--- src/rtl/sfmt_pkg.sv ---
package sfmt_pkg;

    localparam int SMP_W  = 24;
    localparam int WRD_W  = 32;
    localparam int BYTE_W = 8;
    localparam int NBYTES = WRD_W / BYTE_W;
    localparam int HALF_W = WRD_W / 2;

    typedef enum logic [1:0] {
        WCODE_24 = 2'd0,
        WCODE_20 = 2'd1,
        WCODE_16 = 2'd2,
        WCODE_RS = 2'd3
    } width_code_e;

    typedef struct packed {
        logic [1:0] width_code;
        logic       par_off;
        logic       drop_blk;
        logic       drop_inv;
        logic       big_end;
        logic       pack;
        logic       rx_en;
    } mode_t;

    typedef struct packed {
        logic [SMP_W-1:0] data;
        logic             validity;
        logic             parity;
        logic             blk_start;
    } subframe_t;

    function automatic logic is_narrow16(logic [1:0] code);
        return code[1];
    endfunction

    function automatic logic [WRD_W-1:0] right_align(logic [SMP_W-1:0] s,
                                                     logic [1:0] code);
        logic [WRD_W-1:0] r;
        case (code)
            WCODE_24: r = {{(WRD_W-SMP_W){1'b0}}, s};
            WCODE_20: r = {{(WRD_W-20){1'b0}}, s[SMP_W-1 -: 20]};
            default:  r = {{(WRD_W-16){1'b0}}, s[SMP_W-1 -: 16]};
        endcase
        return r;
    endfunction

    function automatic logic [WRD_W-1:0] swap_word(logic [WRD_W-1:0] w);
        logic [WRD_W-1:0] r;
        for (int b = 0; b < NBYTES; b++)
            r[b*BYTE_W +: BYTE_W] = w[(NBYTES-1-b)*BYTE_W +: BYTE_W];
        return r;
    endfunction

    function automatic logic [WRD_W-1:0] swap_halves(logic [WRD_W-1:0] w);
        logic [WRD_W-1:0] r;
        for (int h = 0; h < 2; h++) begin
            r[h*HALF_W          +: BYTE_W] = w[h*HALF_W+BYTE_W +: BYTE_W];
            r[h*HALF_W+BYTE_W   +: BYTE_W] = w[h*HALF_W        +: BYTE_W];
        end
        return r;
    endfunction

endpackage

--- src/rtl/sfmt_filter.sv ---
module sfmt_filter
    import sfmt_pkg::*;
(
    input  logic      sf_vld,
    input  subframe_t sf,
    input  logic      rx_en,
    input  logic      drop_inv,
    input  logic      drop_blk,
    input  logic      par_off,
    output logic      accept,
    output logic      par_bad
);
    logic live;
    logic odd_ones;
    logic kill_inv;
    logic kill_blk;

    always_comb begin
        live     = sf_vld && rx_en;
        odd_ones = ^{sf.data, sf.validity, sf.parity};
        kill_inv = drop_inv && sf.validity;
        kill_blk = drop_blk && sf.blk_start;
        accept   = live && !kill_inv && !kill_blk;
        par_bad  = live && !par_off && odd_ones;
    end

endmodule

--- src/rtl/sfmt_word_builder.sv ---
module sfmt_word_builder
    import sfmt_pkg::*;
(
    input  logic             clk,
    input  logic             clr,
    input  logic             rx_en,
    input  logic             accept,
    input  logic [SMP_W-1:0] sample,
    input  logic [1:0]       width_code,
    input  logic             big_end,
    input  logic             pack,
    output logic             load_word,
    output logic [WRD_W-1:0] word
);
    logic              pack_active;
    logic              half_vld_q;
    logic [HALF_W-1:0] half_lo_q;
    logic [WRD_W-1:0]  aligned;
    logic [WRD_W-1:0]  joined;

    always_comb begin
        pack_active = pack && is_narrow16(width_code);
        aligned     = right_align(sample, width_code);
        joined      = {aligned[HALF_W-1:0], half_lo_q};
        if (pack_active) begin
            load_word = accept && half_vld_q;
            word      = big_end ? swap_halves(joined) : joined;
        end else begin
            load_word = accept;
            word      = big_end ? swap_word(aligned) : aligned;
        end
    end

    always_ff @(posedge clk) begin
        if (clr || !rx_en || !pack_active) begin
            half_vld_q <= 1'b0;
            half_lo_q  <= '0;
        end else if (accept) begin
            half_vld_q <= !half_vld_q;
            if (!half_vld_q)
                half_lo_q <= aligned[HALF_W-1:0];
        end
    end

endmodule

--- src/rtl/sfmt_hold.sv ---
module sfmt_hold
    import sfmt_pkg::*;
(
    input  logic             clk,
    input  logic             clr,
    input  logic             load,
    input  logic [WRD_W-1:0] word,
    input  logic             rd,
    input  logic             par_bad,
    output logic [WRD_W-1:0] data,
    output logic             ready,
    output logic             overrun,
    output logic             par_err
);
    always_ff @(posedge clk) begin
        if (clr) begin
            data    <= '0;
            ready   <= 1'b0;
            overrun <= 1'b0;
            par_err <= 1'b0;
        end else begin
            if (load) begin
                data  <= word;
                ready <= 1'b1;
                if (ready && !rd)
                    overrun <= 1'b1;
            end else if (rd) begin
                ready <= 1'b0;
            end
            if (par_bad)
                par_err <= 1'b1;
        end
    end

endmodule

--- src/rtl/rx_sample_formatter.sv ---
module rx_sample_formatter
    import sfmt_pkg::*;
(
    input  logic             clk,
    input  logic             rst,
    input  logic             sw_rst,
    input  logic             mode_wr,
    input  logic [7:0]       mode_wdata,
    input  logic             sf_vld,
    input  logic [SMP_W-1:0] sf_data,
    input  logic             sf_validity,
    input  logic             sf_parity,
    input  logic             sf_blk_start,
    input  logic             hold_rd,
    output logic [WRD_W-1:0] hold_data,
    output logic             stat_ready,
    output logic             stat_overrun,
    output logic             stat_parity_err
);
    logic             clr;
    mode_t            mode_s;
    logic [7:0]       mode_q;
    subframe_t        sf;
    logic             accept;
    logic             par_bad;
    logic             load_word;
    logic [WRD_W-1:0] word;

    assign clr    = rst || sw_rst;
    assign mode_s = mode_t'(mode_q);
    assign sf     = '{data: sf_data, validity: sf_validity,
                      parity: sf_parity, blk_start: sf_blk_start};

    always_ff @(posedge clk) begin
        if (clr)
            mode_q <= '0;
        else if (mode_wr)
            mode_q <= mode_wdata;
    end

    sfmt_filter u_filter (
        .sf_vld   (sf_vld),
        .sf       (sf),
        .rx_en    (mode_s.rx_en),
        .drop_inv (mode_s.drop_inv),
        .drop_blk (mode_s.drop_blk),
        .par_off  (mode_s.par_off),
        .accept   (accept),
        .par_bad  (par_bad)
    );

    sfmt_word_builder u_builder (
        .clk        (clk),
        .clr        (clr),
        .rx_en      (mode_s.rx_en),
        .accept     (accept),
        .sample     (sf.data),
        .width_code (mode_s.width_code),
        .big_end    (mode_s.big_end),
        .pack       (mode_s.pack),
        .load_word  (load_word),
        .word       (word)
    );

    sfmt_hold u_hold (
        .clk     (clk),
        .clr     (clr),
        .load    (load_word),
        .word    (word),
        .rd      (hold_rd),
        .par_bad (par_bad),
        .data    (hold_data),
        .ready   (stat_ready),
        .overrun (stat_overrun),
        .par_err (stat_parity_err)
    );

endmodule

--- config.mk ---
export PLATFORM = sky130hd
export DESIGN_NAME = rx_sample_formatter
export DESIGN_NICKNAME = d
export VERILOG_FILES = /design/src/rtl/sfmt_pkg.sv /design/src/rtl/sfmt_filter.sv /design/src/rtl/sfmt_word_builder.sv /design/src/rtl/sfmt_hold.sv /design/src/rtl/rx_sample_formatter.sv
export SDC_FILE = /design/constraint.sdc
export NUM_CORES = 1
export LEC_CHECK = 0
export BUFFER_PORTS_ARGS = -buffer_cell sky130_fd_sc_hd__buf_4
export CORE_MARGIN = 1.5
export CORE_UTILIZATION = 45
export DETAILED_ROUTE_END_ITERATION = 16
export GPL_TIMING_DRIVEN = 1
export PLACE_DENSITY = 0.71
export SYNTH_ARGS = -nofsm -noshare
export SYNTH_HDL_FRONTEND = slang
export SYNTH_SLANG_ARGS = --single-unit
--- constraint.sdc ---
create_clock -name clk -period 1.75 [get_ports clk]
set_input_delay 0 -clock clk [delete_from_list [all_inputs] [get_ports clk]]
set_output_delay 0 -clock clk [all_outputs]
set_load 0.02 [all_outputs]
Yosys cells after proc, flatten, opt, wreduce, memory -nomap -nowiden
Index checks and enable logic that the tools add are counted.

word-level totals
  flip-flop bits (word level) = 60
  input bits = 41
  output and inout bits = 35
  word-level logic and storage cells = 41

operators by class
  equal/unequal tests = 1
  multiplexer cells = 7
  bitwise logic cells = 1
  reduce and logical (&&, ||, !) cells = 25

operators by type and width
  kind                                                                   count
  32-bit 2-to-1 mux                                                      3
  24-bit case mux with 2 select lines                                    1
  26-bit XOR reduction                                                   1
  1-bit logical AND                                                      10
  1-bit logical NOT                                                      7
  2-bit AND reduction                                                    2
  1-bit logical OR                                                       3
  1-bit 2-to-1 mux                                                       3
  2-bit by 1-bit equality test with 1-bit output, second input constant  1
  2-bit logical NOT                                                      1
  2-bit nonzero test                                                     1
  1-bit inverter                                                         1

Depth between registers and ports, before layout
  depth in word-level cells = 7
  mapped depth = 7
  depth with buffers taken out = 5

By module
From an unflattened synthesis, not the netlist that was laid out.

unflattened totals
  cells, all modules = 426
  area total of the unflattened synthesis = 3732.3 um2

by module, submodules not included
  module               times used  cells each  area an instance (um2)  sequential area each (um2)
  sfmt_word_builder    1           259         1909.3                  340.3
  sfmt_hold            1           114         1268.7                  700.7
  rx_sample_formatter  1           27          295.3                   160.2
  sfmt_filter          1           26          259.0                   0.0

Worst setup path after synthesis
Ideal clock, no wire load.

  path type = register -> register
  from = register mode_q[6]
  to = register u_hold.data[10]
  library setup time = 0.130 ns
  arrival time = 1.549 ns
  required time = 1.620 ns
  slack = 0.071 ns
  cell stages (with the launch flop) = 8
  path buffers = 3
  clock period less this slack = 1.679 ns
  cell sequence = dfxtp_1 > clkbuf_1 > buf_2 > buf_2 > mux2i_1 > o21ai_0 > o211ai_1 > a21oi_1

on the way
  longest elaborated chain between the ends = 4
  elaborated cells between the ends (all ways) = 5
  classes of those cells = eq/ne (1); mux (3); reduce/logical (1)

RTL lines
  element                                                                                     RTL line                   text
  start, declared                                                                             rx_sample_formatter.sv:22  logic [7:0] mode_q;
  start signal, assigned                                                                      rx_sample_formatter.sv:38  mode_q <= mode_wdata;
  2-bit by 1-bit equality test with 1-bit output / 2-bit logical NOT (equally long branches)  sfmt_pkg.sv:40             case (code)
  24-bit case mux with 2 select lines *                                                       sfmt_pkg.sv:40
  32-bit 2-to-1 mux *                                                                         sfmt_word_builder.sv:30    word = big_end ? swap_word(aligned) : aligned;
  32-bit 2-to-1 mux *                                                                         sfmt_word_builder.sv:25    if (pack_active) begin
  end signal, assigned                                                                        sfmt_hold.sv:23            data <= word;
  end, declared                                                                               sfmt_hold.sv:10            output logic [WRD_W-1:0] data,

Every way passes the cells marked *; elsewhere a longest branch is shown, timed or not.
A chain may end at the register's enable or synchronous reset.

Final worst setup path
  from = register mode_q[6]
  to = register u_hold.data[15]

The elaborated chain is that of the path after synthesis.

==> metrics.csv <==
metric;value;unit
run status;finished clean;
die height;91.7;µm
worst r2r src;mode_q[6];
Synth Register Bits;60;
Buffers & Inverters on Critical Path;1;
fillers;710;
post-DP HPWL;9.15;mm
leakage power total;1.95;nW
Setup WS post-layout;84.2;ps
H-tree depth;3;
worst skew pair latency;350;ps
Initial Util;0.460;
Mapped Nets;491;
CP arrival;1860;ps
routed wire length;12.7;mm
Setup WS pre-CTS;103;ps
peak supply drop;390;µV
Clock transition at path regs;70;ps
FMAX;600;MHz
FF-to-FF path depth;6;
yosys warns;0;
clk buf depth;2;
critical path required time;1940;ps
Distinct cells, synth;41;
total grt overflow;0;
Hold Vio Cnt, Final;0;
global-route wire length before repair;19.9;mm
max incr delay on CP;370;ps
GRT Util Overall;0.309;
Post-synth EDFFs;0;
Vias;3784;
Hold Crit Class;input pin to flip-flop;
Layout Skew;11.1;ps
DRC violations left;0;
I/O pin cnt;76;
synthesized area per cell;7.87;µm²
sequential element share of the synthesized area;0.339;
initial antenna violation count;0;
Max-slew headroom;0.292;
Cell Rows;32;
Setup CP Type;flip-flop to flip-flop;
core box area;7690;µm²
CP Launch Type;flip-flop;
CTS Root Cell;clkbuf_8;
crit path max fanout;28;
reg2reg end;u_hold.data[15];
Die Wd;91.7;µm
RSZ-0062 raised after global routing;false;
R2R setup slack;80;ps
remaining antenna violation count;0;
hold worst-path end;mode_q[0];
Diodes inserted;0;
Mapped Cells;450;
fin. max-slew vios;0;
Initial DRT Pass Iterations;7;
Routability Congestion;0.941;
count of input and output buffers;75;
mean routed wirelength per cell;19.7;µm
Worst path top cell family by delay;compound AO/OA/AOI/OAI gates;
largest net degree at the start of global routing;36;
CTS tree;done;
vias in the first global route;3613;
Hold Slack;7.37;ps
MaxCap Viol Count;0;
ys async rst share;0;
Crit-path slowest cell;mux2_2;
DP Area;4360;µm²
Final Setup Violations;0;
Cells on Worst Hold Path;3;
area added between synthesis and finish;31.9;%
Post-Syn Area;3540;µm²
final instance area;4670;µm²
CTS Sinks;60;
dominant synthesized flop cell;dfxtp_1;
Die ar.;8410;µm²
CTS Buf Count;9;
vias per cell;5.86;
DRC marker count from the first detailed-route iteration;299;
Setup TNS Final;0;ps
share of layout cells above drive strength 1;0.243;
CP Capture Type;flip-flop;
post-CTS setup buffers;0;
Final Cycle Share;0.952;
worst slew pin tran;1060;ps
NumNets Final;580;
worst hold start;mode_wr;
pwr dens;719;nW/µm²
Period minus WS final;1670;ps
CP cell instances;buf_12 > mux2_2 > a22oi_1 > o21ai_1 > a32oi_1 > nor2_1;
==> cells by family (layout without fill, tap and decap cells) <==
| group | after synthesis | count (layout) | synth area share |
|---|---|---|---|
| compound gates | 159 | 159 | 0.284 |
| xor+xnor | 23 | 23 | 0.0647 |
| buf+inv | 45 | 139 | 0.0484 |
| flops | 60 | 60 | 0.339 |
| mux | 36 | 36 | 0.104 |
| simple gates | 127 | 127 | 0.160 |
==> how the worst max path moves through the flow <==
| stage | end | slack, ps | cells past startpoint | startpoint |
|---|---|---|---|---|
| after floorplan | u_hold.data[10] | 70 | 7 | mode_q[6] |
| after CTS | u_hold.data[6] | 90 | 7 | mode_q[6] |
| final | u_hold.data[15] | 80 | 6 | mode_q[6] |
| after global placement | u_hold.data[6] | 110 | 7 | mode_q[6] |
| after detailed placement | u_hold.data[14] | 100 | 6 | mode_q[6] |
| after global routing | u_hold.data[24] | 0.8 | 6 | mode_q[1] |
==> worst reg2reg max path, delay by kind of cell (launching register included) <==
kind | cells | cell delay, ps
AOI/OAI and AO/OA | 3 | 510
muxes | 1 | 380
DFF | 1 | 360
buffers and inverters | 1 | 200
and+or+nand+nor | 1 | 60
==> cell type report <==
cell class / instances / area [µm²] / share of cell area
clock buffer: 12 / 155 / 0.0332
clock inverter: 4 / 47.5 / 0.0102
inverter: 7 / 26.3 / 0.00563
multi-input combinational: 345 / 2180 / 0.466
sequential: 60 / 1200 / 0.258
tap: 102 / 128 / 0.0273
timing repair buffer: 116 / 933 / 0.200
==> placed cells by master, fill, tap and decap left out, types with 3 or more instances in the layout <==
cell type      synthesis  routed
a211oi_1              12      11
o21ai_0               25      25
o21ai_1               22      22
a22oi_1               11      11
mux2_2                 4       4
inv_1                  5       5
o211ai_1               5       5
a221oi_1               4       4
o211a_1               12      12
a32oi_1                3       3
o221ai_1               4       4
buf_12                 0       3
nand3_1                5       5
a21oi_1               46      46
xnor2_1               19      19
buf_4                  0     103
o22ai_1                8       8
nand2_1               39      39
dlygate4sd3_1          0      10
nor2_1                47      47
clkbuf_8               0      11
a21o_1                 4       4
and3_1                 4       4
nor2b_1                6       6
mux2i_1               31      30
nor3_1                16      16
dfxtp_1               60      59
==> power breakdown <==
group | internal, mW | switching [mW] | total (mW)
logic | 0.318 | 0.322 | 0.640
clock network | 0.731 | 0.599 | 1.33
registers | 1.38 | 0.0104 | 1.39
total | 2.43 | 0.932 | 3.36
==> Yosys cell counts, types with 2 or more instances <==
| cell type | count | share of area |
|---|---|---|
| nor3b_1 | 2 | 0.0042 |
| xnor3_1 | 2 | 0.013 |
| xor2_1 | 2 | 0.0049 |
| o22ai_1 | 8 | 0.014 |
| a21o_1 | 4 | 0.0085 |
| mux2_2 | 4 | 0.013 |
| buf_1 | 3 | 0.0032 |
| nor2_1 | 47 | 0.050 |
| a21oi_1 | 46 | 0.065 |
| a221oi_1 | 4 | 0.0099 |
| a211oi_1 | 12 | 0.025 |
| buf_2 | 2 | 0.0028 |
| o221ai_1 | 4 | 0.0099 |
| nand3_1 | 5 | 0.0071 |
| a22oi_1 | 11 | 0.023 |
| dfxtp_1 | 60 | 0.34 |
| nor2b_1 | 6 | 0.011 |
| inv_2 | 2 | 0.0021 |
| clkbuf_1 | 33 | 0.035 |
| o211a_1 | 12 | 0.034 |
| mux2i_1 | 31 | 0.088 |
| xnor2_1 | 19 | 0.047 |
| nor3_1 | 16 | 0.023 |
| nand2b_1 | 2 | 0.0035 |
| o211ai_1 | 5 | 0.011 |
| o21ai_0 | 25 | 0.035 |
| nand2_1 | 39 | 0.041 |
| a32oi_1 | 3 | 0.0074 |
| inv_1 | 5 | 0.0053 |
| o21ai_1 | 22 | 0.031 |
| and3_1 | 4 | 0.0071 |
==> registers in the layout (all words and copies together) (netlist names) <==
register	flops
u_hold.overrun	1
u_hold.par_err	1
u_builder.half_vld_q	1
mode_q	8
u_builder.half_lo_q	16
u_hold.ready	1
u_hold.data	32
==> metrics by stage <==
stage | cells | util | total power, mW
2_1_floorplan | 450 | - | 1.79
3_3_place_gp | 620 | 0.567 | 2.03
3_5_place_dp | 620 | 0.567 | 2.03
4_1_cts | 646 | 0.606 | 3.35
5_1_grt | 646 | 0.607 | 3.46
6_report | 646 | 0.607 | 3.36
==> per-layer routing <==
layer | part of all wire | global-route usage | wire (µm)
met3 | 0.063 | 0.0506 | 798
met4 | 0.022 | 0.109 | 278
met5 | 0 | 0 | 0
met1 | 0.47 | 0.426 | 5920
met2 | 0.45 | 0.489 | 5730
==> what timing repair did <==
item,4_1_cts,5_1_grt
gates resized for setup,0,2
hold endpoints to repair,10,0
hold buffers,10,0
endpoints found under the setup margin,0,2
Note: power is estimated with default switching activity, not from simulation.
